File: src/rtl/ee_pkg.sv
package ee_pkg;

    typedef enum logic [2:0] {
        ST_HUNT,
        ST_OPC,
        ST_ADDR,
        ST_RDAT,
        ST_WDAT,
        ST_HOLD
    } ee_state_e;

    localparam logic [1:0] OPC_EXT   = 2'b00;
    localparam logic [1:0] OPC_WRITE = 2'b01;
    localparam logic [1:0] OPC_READ  = 2'b10;
    localparam logic [1:0] OPC_ERASE = 2'b11;

    localparam logic [1:0] SUB_WDS  = 2'b00;
    localparam logic [1:0] SUB_WRAL = 2'b01;
    localparam logic [1:0] SUB_ERAL = 2'b10;
    localparam logic [1:0] SUB_WEN  = 2'b11;

endpackage

File: src/rtl/ee_sync.sv
module ee_sync #(
    parameter int STAGES = 2
) (
    input  logic clk,
    input  logic rst_n,
    input  logic cs_i,
    input  logic sk_i,
    input  logic di_i,
    output logic cs_s,
    output logic di_s,
    output logic sk_rise,
    output logic cs_fall
);
    logic [STAGES-1:0] cs_q, sk_q, di_q;
    logic              sk_last_q, cs_last_q;

    always_ff @(posedge clk or negedge rst_n) begin
        if (!rst_n) begin
            cs_q      <= '0;
            sk_q      <= '0;
            di_q      <= '0;
            sk_last_q <= 1'b0;
            cs_last_q <= 1'b0;
        end else begin
            cs_q      <= {cs_q[STAGES-2:0], cs_i};
            sk_q      <= {sk_q[STAGES-2:0], sk_i};
            di_q      <= {di_q[STAGES-2:0], di_i};
            sk_last_q <= sk_q[STAGES-1];
            cs_last_q <= cs_q[STAGES-1];
        end
    end

    assign cs_s    = cs_q[STAGES-1];
    assign di_s    = di_q[STAGES-1];
    assign sk_rise = sk_q[STAGES-1] & ~sk_last_q;
    assign cs_fall = ~cs_q[STAGES-1] & cs_last_q;

endmodule

File: src/rtl/ee_array.sv
module ee_array #(
    parameter int AW        = 6,
    parameter int DW        = 16,
    parameter int WR_CYCLES = 1000
) (
    input  logic          clk,
    input  logic          rst_n,
    input  logic          wr_req,
    input  logic          wr_all,
    input  logic [AW-1:0] wr_addr,
    input  logic [DW-1:0] wr_data,
    input  logic [AW-1:0] rd_addr,
    output logic [DW-1:0] rd_data,
    output logic          busy
);
    localparam int DEPTH = 1 << AW;
    localparam int CW    = $clog2(WR_CYCLES + 1);

    logic [DW-1:0] mem_q [DEPTH];
    logic [CW-1:0] cnt_d, cnt_q;

    always_comb begin
        cnt_d = cnt_q;
        if (wr_req)
            cnt_d = CW'(WR_CYCLES);
        else if (cnt_q != '0)
            cnt_d = cnt_q - 1'b1;
    end

    always_ff @(posedge clk or negedge rst_n) begin
        if (!rst_n) cnt_q <= '0;
        else        cnt_q <= cnt_d;
    end

    genvar gi;
    generate
        for (gi = 0; gi < DEPTH; gi++) begin : g_word
            always_ff @(posedge clk or negedge rst_n) begin
                if (!rst_n)
                    mem_q[gi] <= '1;
                else if (wr_req && (wr_all || wr_addr == AW'(gi)))
                    mem_q[gi] <= wr_data;
            end
        end
    endgenerate

    assign rd_data = mem_q[rd_addr];
    assign busy    = (cnt_q != '0);

    AST_BUSY_AFTER_LAUNCH: assert property (@(posedge clk) disable iff (!rst_n)
        wr_req |=> busy);
    AST_NO_LAUNCH_WHILE_BUSY: assert property (@(posedge clk) disable iff (!rst_n)
        busy |-> !wr_req);

endmodule

File: src/rtl/ee_cmd.sv
module ee_cmd
    import ee_pkg::*;
#(
    parameter int AW = 6,
    parameter int DW = 16
) (
    input  logic          clk,
    input  logic          rst_n,
    input  logic          cs_s,
    input  logic          di_s,
    input  logic          sk_rise,
    input  logic          cs_fall,
    input  logic          busy,
    input  logic [DW-1:0] rd_data,
    output logic [AW-1:0] rd_addr,
    output logic          wr_req,
    output logic          wr_all,
    output logic [AW-1:0] wr_addr,
    output logic [DW-1:0] wr_data,
    output logic          dout_o,
    output logic          dout_en_o
);
    localparam int CNT_W = $clog2(DW + 1);

    typedef struct packed {
        ee_state_e   state;
        logic [CNT_W-1:0] cnt;
        logic [1:0]  opc;
        logic [AW-1:0] addr;
        logic [DW-1:0] sh;
        logic        wen;
        logic        arm;
        logic        arm_all;
        logic        status;
        logic        rdrv;
        logic        dout;
        logic        en;
    } cmd_regs_t;

    cmd_regs_t q, n;
    logic [AW-1:0] a_full;

    always_comb begin
        n       = q;
        wr_req  = 1'b0;
        a_full  = {q.addr[AW-2:0], di_s};
        rd_addr = (q.state == ST_RDAT) ? AW'(q.addr + 1'b1) : a_full;

        if (!cs_s) begin
            if (cs_fall && q.arm && q.state == ST_HOLD) begin
                wr_req   = 1'b1;
                n.status = 1'b1;
            end
            n.state = ST_HUNT;
            n.arm   = 1'b0;
            n.rdrv  = 1'b0;
            n.cnt   = '0;
        end else if (sk_rise) begin
            case (q.state)
                ST_HUNT: begin
                    if (di_s && !busy) begin
                        n.state  = ST_OPC;
                        n.cnt    = '0;
                        n.status = 1'b0;
                    end
                end
                ST_OPC: begin
                    n.opc = {q.opc[0], di_s};
                    n.cnt = q.cnt + 1'b1;
                    if (q.cnt == CNT_W'(1)) begin
                        n.state = ST_ADDR;
                        n.cnt   = '0;
                    end
                end
                ST_ADDR: begin
                    n.addr = a_full;
                    n.cnt  = q.cnt + 1'b1;
                    if (q.cnt == CNT_W'(AW - 1)) begin
                        n.cnt     = '0;
                        n.arm_all = 1'b0;
                        n.state   = ST_HOLD;
                        case (q.opc)
                            OPC_READ: begin
                                n.state = ST_RDAT;
                                n.rdrv  = 1'b1;
                                n.dout  = 1'b0;
                                n.sh    = rd_data;
                            end
                            OPC_WRITE: n.state = ST_WDAT;
                            OPC_ERASE: begin
                                n.arm = q.wen;
                                n.sh  = '1;
                            end
                            default: begin
                                case (a_full[AW-1:AW-2])
                                    SUB_WEN:  n.wen = 1'b1;
                                    SUB_WDS:  n.wen = 1'b0;
                                    SUB_WRAL: begin
                                        n.state   = ST_WDAT;
                                        n.arm_all = 1'b1;
                                    end
                                    default: begin
                                        n.arm     = q.wen;
                                        n.arm_all = 1'b1;
                                        n.sh      = '1;
                                    end
                                endcase
                            end
                        endcase
                    end
                end
                ST_RDAT: begin
                    n.dout = q.sh[DW-1];
                    n.sh   = {q.sh[DW-2:0], 1'b0};
                    n.cnt  = q.cnt + 1'b1;
                    if (q.cnt == CNT_W'(DW - 1)) begin
                        n.cnt  = '0;
                        n.addr = AW'(q.addr + 1'b1);
                        n.sh   = rd_data;
                    end
                end
                ST_WDAT: begin
                    n.sh  = {q.sh[DW-2:0], di_s};
                    n.cnt = q.cnt + 1'b1;
                    if (q.cnt == CNT_W'(DW - 1)) begin
                        n.state = ST_HOLD;
                        n.arm   = q.wen;
                    end
                end
                default: ;
            endcase
        end

        n.en = cs_s && (n.rdrv || (n.status && n.state == ST_HUNT));
    end

    always_ff @(posedge clk or negedge rst_n) begin
        if (!rst_n) begin
            q       <= '0;
            q.state <= ST_HUNT;
        end else begin
            q <= n;
        end
    end

    assign wr_all    = q.arm_all;
    assign wr_addr   = q.addr;
    assign wr_data   = q.sh;
    assign dout_en_o = q.en;
    assign dout_o    = q.en & (q.rdrv ? q.dout : ~busy);

    AST_LAUNCH_NEEDS_WEN: assert property (@(posedge clk) disable iff (!rst_n)
        wr_req |-> q.wen);
    AST_QUIET_DESELECTED: assert property (@(posedge clk) disable iff (!rst_n)
        (!cs_s && $past(!cs_s)) |-> !dout_en_o);
    AST_HUNT_AFTER_DESELECT: assert property (@(posedge clk) disable iff (!rst_n)
        !cs_s |=> (q.state == ST_HUNT));

endmodule

File: src/rtl/ser_eeprom.sv
module ser_eeprom #(
    parameter int AW          = 6,
    parameter int DW          = 16,
    parameter int WR_CYCLES   = 1000,
    parameter int SYNC_STAGES = 2
) (
    input  logic clk,
    input  logic rst_n,
    input  logic cs_i,
    input  logic sk_i,
    input  logic di_i,
    output logic dout_o,
    output logic dout_en_o
);
    logic          cs_s, di_s, sk_rise, cs_fall, busy;
    logic          wr_req, wr_all;
    logic [AW-1:0] rd_addr, wr_addr;
    logic [DW-1:0] rd_data, wr_data;

    ee_sync #(.STAGES(SYNC_STAGES)) u_sync (
        .clk     (clk),
        .rst_n   (rst_n),
        .cs_i    (cs_i),
        .sk_i    (sk_i),
        .di_i    (di_i),
        .cs_s    (cs_s),
        .di_s    (di_s),
        .sk_rise (sk_rise),
        .cs_fall (cs_fall)
    );

    ee_cmd #(.AW(AW), .DW(DW)) u_cmd (
        .clk       (clk),
        .rst_n     (rst_n),
        .cs_s      (cs_s),
        .di_s      (di_s),
        .sk_rise   (sk_rise),
        .cs_fall   (cs_fall),
        .busy      (busy),
        .rd_data   (rd_data),
        .rd_addr   (rd_addr),
        .wr_req    (wr_req),
        .wr_all    (wr_all),
        .wr_addr   (wr_addr),
        .wr_data   (wr_data),
        .dout_o    (dout_o),
        .dout_en_o (dout_en_o)
    );

    ee_array #(.AW(AW), .DW(DW), .WR_CYCLES(WR_CYCLES)) u_array (
        .clk     (clk),
        .rst_n   (rst_n),
        .wr_req  (wr_req),
        .wr_all  (wr_all),
        .wr_addr (wr_addr),
        .wr_data (wr_data),
        .rd_addr (rd_addr),
        .rd_data (rd_data),
        .busy    (busy)
    );

    AST_LAUNCH_DESELECTED: assert property (@(posedge clk) disable iff (!rst_n)
        wr_req |-> !cs_s);

endmodule

File: config.mk
export PLATFORM = sky130hd
export DESIGN_NAME = ser_eeprom
export DESIGN_NICKNAME = d
export VERILOG_FILES = /design/src/rtl/ee_pkg.sv /design/src/rtl/ee_sync.sv /design/src/rtl/ee_array.sv /design/src/rtl/ee_cmd.sv /design/src/rtl/ser_eeprom.sv
export SDC_FILE = /design/constraint.sdc
export NUM_CORES = 2
export LEC_CHECK = 0
export CAP_MARGIN = 40
export CORE_MARGIN = 2
export CORE_UTILIZATION = 40
export DETAILED_ROUTE_END_ITERATION = 7
export PLACE_DENSITY = 0.56
export SETUP_SLACK_MARGIN = 0.05
export SYNTH_ARGS = -nofsm -noshare
export SYNTH_HDL_FRONTEND = slang
export SYNTH_SLANG_ARGS = --single-unit
export TNS_END_PERCENT = 5
File: constraint.sdc
create_clock -name clk -period 3.41 [get_ports clk]
set_input_delay 0.8525 -clock clk [delete_from_list [all_inputs] [get_ports clk]]
set_output_delay 0.8525 -clock clk [all_outputs]
set_load 0.02 [all_outputs]
* Word level (Yosys, flattened, before mapping)
Index checks and enable logic that the tools add are counted.
Word-level totals: output and inout bits 2, bits of input ports 5, logic and storage cells 385, flip-flop bits (word level) 1081
Operators by class: mux-type cells 46, bitwise gates (word level) 8, reduce and logical (&&, ||, !) cells 156, equality and inequality tests 89, order comparisons 1, $add $sub $neg 3
Operators by type and width (count):
- 6-bit == test (second input constant) | 32
- 16-bit binary-select mux with 6-bit select | 1
- 6-bit by 5-bit == test with 1-bit output (second input constant) | 16
- 16-bit case mux with 3 select lines | 2
- 1-bit logical AND | 69
- 1-bit logical OR | 65
- 6-bit by 4-bit == test with 1-bit output (second input constant) | 8
- 16-bit 2-to-1 mux | 3
- 38-bit 2-to-1 mux | 1
- 8-bit 2-to-1 mux | 4
- 5-bit case mux with 5 select lines | 1
- 6-bit by 3-bit == test with 1-bit output (second input constant) | 4
- 22-bit 2-to-1 mux | 1
- 10-bit 2-to-1 mux | 2
- 19-bit 2-to-1 mux | 1
- 6-bit AND reduction | 3
- 1-bit 2-to-1 mux | 16
- 6-bit by 2-bit == test with 1-bit output (second input constant) | 2
- 3-bit case mux with 4 select lines | 1
- 6-bit case mux with 2 select lines | 1
- 10-bit nonzero test | 1
- 10-bit by 1-bit subtractor with 10-bit output (second input constant) | 1
- 3-bit by 2-bit inequality test with 1-bit output (second input constant) | 3
- 3-bit case mux with 3 select lines | 1
- other kinds (37) | 64

* Logic depth before layout (Yosys ltp)
depth in word-level cells 15, gate-level depth with buffers 12, gate-level depth less buffers 10

* Hierarchy
A second synthesis with hierarchy kept.
Unflattened totals: cells, all modules 3503, area, all modules 52410.3 sq um
Modules (own cells, without submodules):
- ee_array | instances 1, sequential area each 27156.0 sq um, cells each 3168, area each 49464.9 sq um
- ee_cmd | instances 1, sequential area each 975.9 sq um, cells each 325, area each 2717.6 sq um
- ee_sync | instances 1, sequential area each 200.2 sq um, cells each 10, area each 227.7 sq um

* Least setup slack after synthesis
Ideal clock, no wire load.
kind flip-flop to output port, from reg u_array.cnt_q[6], to out dout_o, data required time 2.558 ns, buffers on the path 0, arrival 2.117 ns, slack 0.440 ns, stages on the path, launching flop included 6, path through dfrtp_1 or3_4 or4_4 or4b_4 o21ai_0 and2_1
Between the ends: cells in the longest elaborated chain, start to end 4
Ends and longest elaborated chain:
- start: declaration | RTL line ee_array.sv:20 | logic [CW-1:0] cnt_d, cnt_q;
- start signal: assignment | RTL line ee_array.sv:32 | else cnt_q <= cnt_d;
- 10-bit nonzero test | RTL line ee_array.sv:48 | assign busy = (cnt_q != '0);
- 1-bit inverter | RTL line ee_cmd.sv:150 | assign dout_o = q.en & (q.rdrv ? q.dout : ~busy);
- 1-bit 2-to-1 mux | RTL line ee_cmd.sv:150
- 1-bit AND | RTL line ee_cmd.sv:150
- end: declaration | RTL line ser_eeprom.sv:12 | output logic dout_o,
Every way passes these cells.

* Worst setup path in the final report
Ends and elaborated chain as after synthesis.

==> results.yml <==
timing:
  worst_pin_slew_ns: 0.925
  period_needed_ns: 3.65
  max_slew_margin: 0.383
  hold_violations: 0
  rsz0062_at_grt: "true"
  fmax_mhz: 274
  setup_tns_ns: -0.241
  fin_worst_skew_ns: 0.0306
  setup_violations: 1
  min_period_over_period: 1.07
  layout_setup_ws_ns: -0.241
  final-max-slew-violation-count: 0
critical_path:
  critPathMaxStageDelay_ns: 0.50
  cp_max_fo: 2
  criticalPathCategory: "reg2out"
  timing.critical_path.max_delay_family: "simple AND/OR/NAND/NOR gates"
  cp_slowest_cell: "or4b_4"
  crit_buf_inv: 1
  critPathCaptureType: "output pin"
  arrival_ns: 2.80
  critPathRequiredTime_ns: 2.56
  critical_path.cell_chain: "or3_4 > or4_4 > or4b_4 > o21ai_2 > and2_4 > buf_6"
  worstSetupStartpointType: "flip-flop"
detailed_routing:
  drt-pass1-iter-count: 5
  drt-total-wl_um: 147000
  antenna_left: 0
  route.detailed.drc: 0
  drtIter0Drc: 2582
  vias: 34900
  detail_route.wl_per_cell_um: 23.6
  vias_per_cell: 5.61
clock_network:
  clk_latency_ns: 0.73
  cts_htree_levels: 3
  tritoncts: "done"
  clk_pin_slew_worst_paths_ns: 0.06
  max-clock-path-buffers: 3
  cts_made_buffers: 117
  cts.repair_timing.setup_buffer_count: 0
  root_buffer: "clkbuf_16"
  cts_sinks: 1081
floorplanning:
  core_um2: 129000
  die_x_um: 365
  io_pins: 7
  start_util: 0.403
  die-area_um2: 133000
  die_h_um: 365
  placement_rows: 132
min_path:
  hold_path.class: "reg2reg"
final_layout:
  antenna_cells: 0
  drive_above_1_share: 0.573
  area_growth_pct: 13.4
  layout.nets: 4427
  postLayoutCoreUtil: 0.457
logic_synthesis:
  avgSynthCellArea_um2: 11.8
  yosysMostFrequentCell: "dfstp_2"
  syn-num-nets: 4452
  synth_edf_count: 0
  synth_top_area_share: 0.516
  seq_area_frac_synth: 0.544
  synth_top_family_by_area: "multiplexers"
  synth-xor-area-share: 0.00134
  synthArstFlopShare: 1.00
  synthTopCellsByArea: "dfstp_2 52%, mux2_2 22%, nand2_1 5.9%, dfrtp_1 2.7%, nand3_1 2.6%"
  synth.top_cells.by_count: "1024 x dfstp_2, 1022 x mux2_2, 822 x nand2_1"
  yosys_warnings: 0
  muxShareOfSynthArea: 0.246
  synth_flop_cell: "dfstp_2"
  synth_cell_types: 75
  synth_compound_area_frac: 0.0471
  synth_largest_area_cell: "dfstp_2"
  synth_simple_gate_area_share: 0.124
  syn-cell-area_um2: 52100
  synth-seq-cells: 1081
  syn-instance-count: 4428
  synthAdderAreaFrac: 0.00456
grt:
  grt_max_degree: 122
  antenna_found_initial: 3
  gr-total-overflow: 0
  grt_pass1_wl_um: 225000
  grtUsageTotal: 0.221
  grt_pass1_vias: 35000
run_status:
  violations: "setup timing"
  status: "finished with violations"
pwr:
  powerDensity_nw_per_um2: 455
  p_leak_uw: 0.0228
  vdd_drop_max_v: 0.000415
placed_design:
  port_buffers: 6
  place_congestion: 0.825
  place_hpwl_um: 91500
run:
  maxCapViolCount: 0
-- cell usage in the layout (no fill, tap or decap), drive strengths merged, types with 8 or more instances in the layout --
master	n
dfrtp	57
nand4	144
o21ai	47
inv	21
o31ai	8
buf	241
and2	13
nand2	822
dfstp	1024
a32oi	129
clkbuf	178
mux2i	128
nor3	11
ha	19
clkinv	14
mux2	1023
a211o	14
nand3	270
a21oi	98
a41oi	18
nor2	113
-- what timing repair did --
| item | CTS | global route |
|---|---|---|
| gates resized for setup | 9 | 1 |
| hold buffers | 1 | 0 |
| hold endpoints to repair | 3 | 0 |
| setup endpoints to repair | 1 | 2 |
-- worst paths after layout --
path / slack [ns] / cells past startpoint / to / from
setup / recovery: -0.24 / 6 / dout_o / u_array.cnt_q[6]$_DFFE_PN0P_
hold / removal: 0.35 / 0 / u_sync.sk_q[1]$_DFF_PN0_ / u_sync.sk_q[0]$_DFF_PN0_
setup reg to reg: 0.22 / 8 / u_cmd.wr_data[0]$_DFFE_PN0P_ / u_cmd.wr_addr[0]$_DFFE_PN0P_
hold reg to reg: 0.35 / 0 / u_sync.sk_q[1]$_DFF_PN0_ / u_sync.sk_q[0]$_DFF_PN0_
max in group asynchronous: 1.71 / 4 / u_array.mem_q[827]$_DFFE_PN1P_ / rst_n
min in group asynchronous: 0.63 / 2 / u_cmd.wr_data[0]$_DFFE_PN0P_ / rst_n
-- routing by layer --
layer  vias to the layer above  GRT usage  part of all wire
li1                      15600          -                 -
met1                     18500      0.303              0.45
met2                       650      0.362              0.48
met3                       213     0.0319             0.041
met4                         0     0.0646             0.029
met5                         -          0                 0
-- cells by family after synthesis --
| logic type | count (synthesis) |
|---|---|
| flops | 1081 |
| fa+ha+maj | 19 |
| buf+inv | 410 |
| mux | 1151 |
| xor+xnor | 8 |
| compound gates | 344 |
| simple gates | 1415 |
-- flip-flops by register name (all words and copies together), names as in the netlist --
name and count:
u_cmd.q 15, u_cmd.wr_all 1, u_cmd.dout_en_o 1, u_array.mem_q 1024
u_sync.di_q 2, u_sync.sk_last_q 1, u_sync.cs_q 2, u_array.cnt_q 10
u_cmd.wr_data 16, u_cmd.wr_addr 6, u_sync.sk_q 2, u_sync.cs_last_q 1
-- layout make-up --
type,count,area (um^2)
Multi-Input combinational cell,2937,22200
Sequential cell,1081,28400
Timing Repair Buffer,246,2520
Tap cell,1742,2180
Fill cell,11900,70200
Clock inverter,22,270
Inverter,20,75.1
Clock buffer,178,3510
-- per-stage QoR --
stage	std cells	hold slack [ns]	setup slack, ns	instance area (um^2)	total power [uW]
2_1_floorplan	4428	0.331	0.440	52100	13700
3_3_place_gp	6018	0.338	-0.0129	55100	14500
3_5_place_dp	6025	0.340	-0.0372	55300	14500
4_1_cts	6226	0.355	-0.307	59100	27200
5_1_grt	6226	0.367	-0.348	59100	27900
6_report	6226	0.351	-0.241	59100	26900
-- power by group --
part	switching, uW	internal, uW
clock network	5170	7450
registers	30.7	12900
logic	986	359
total	6190	20700
No activity file was read; power rests on OpenSTA's default activity.
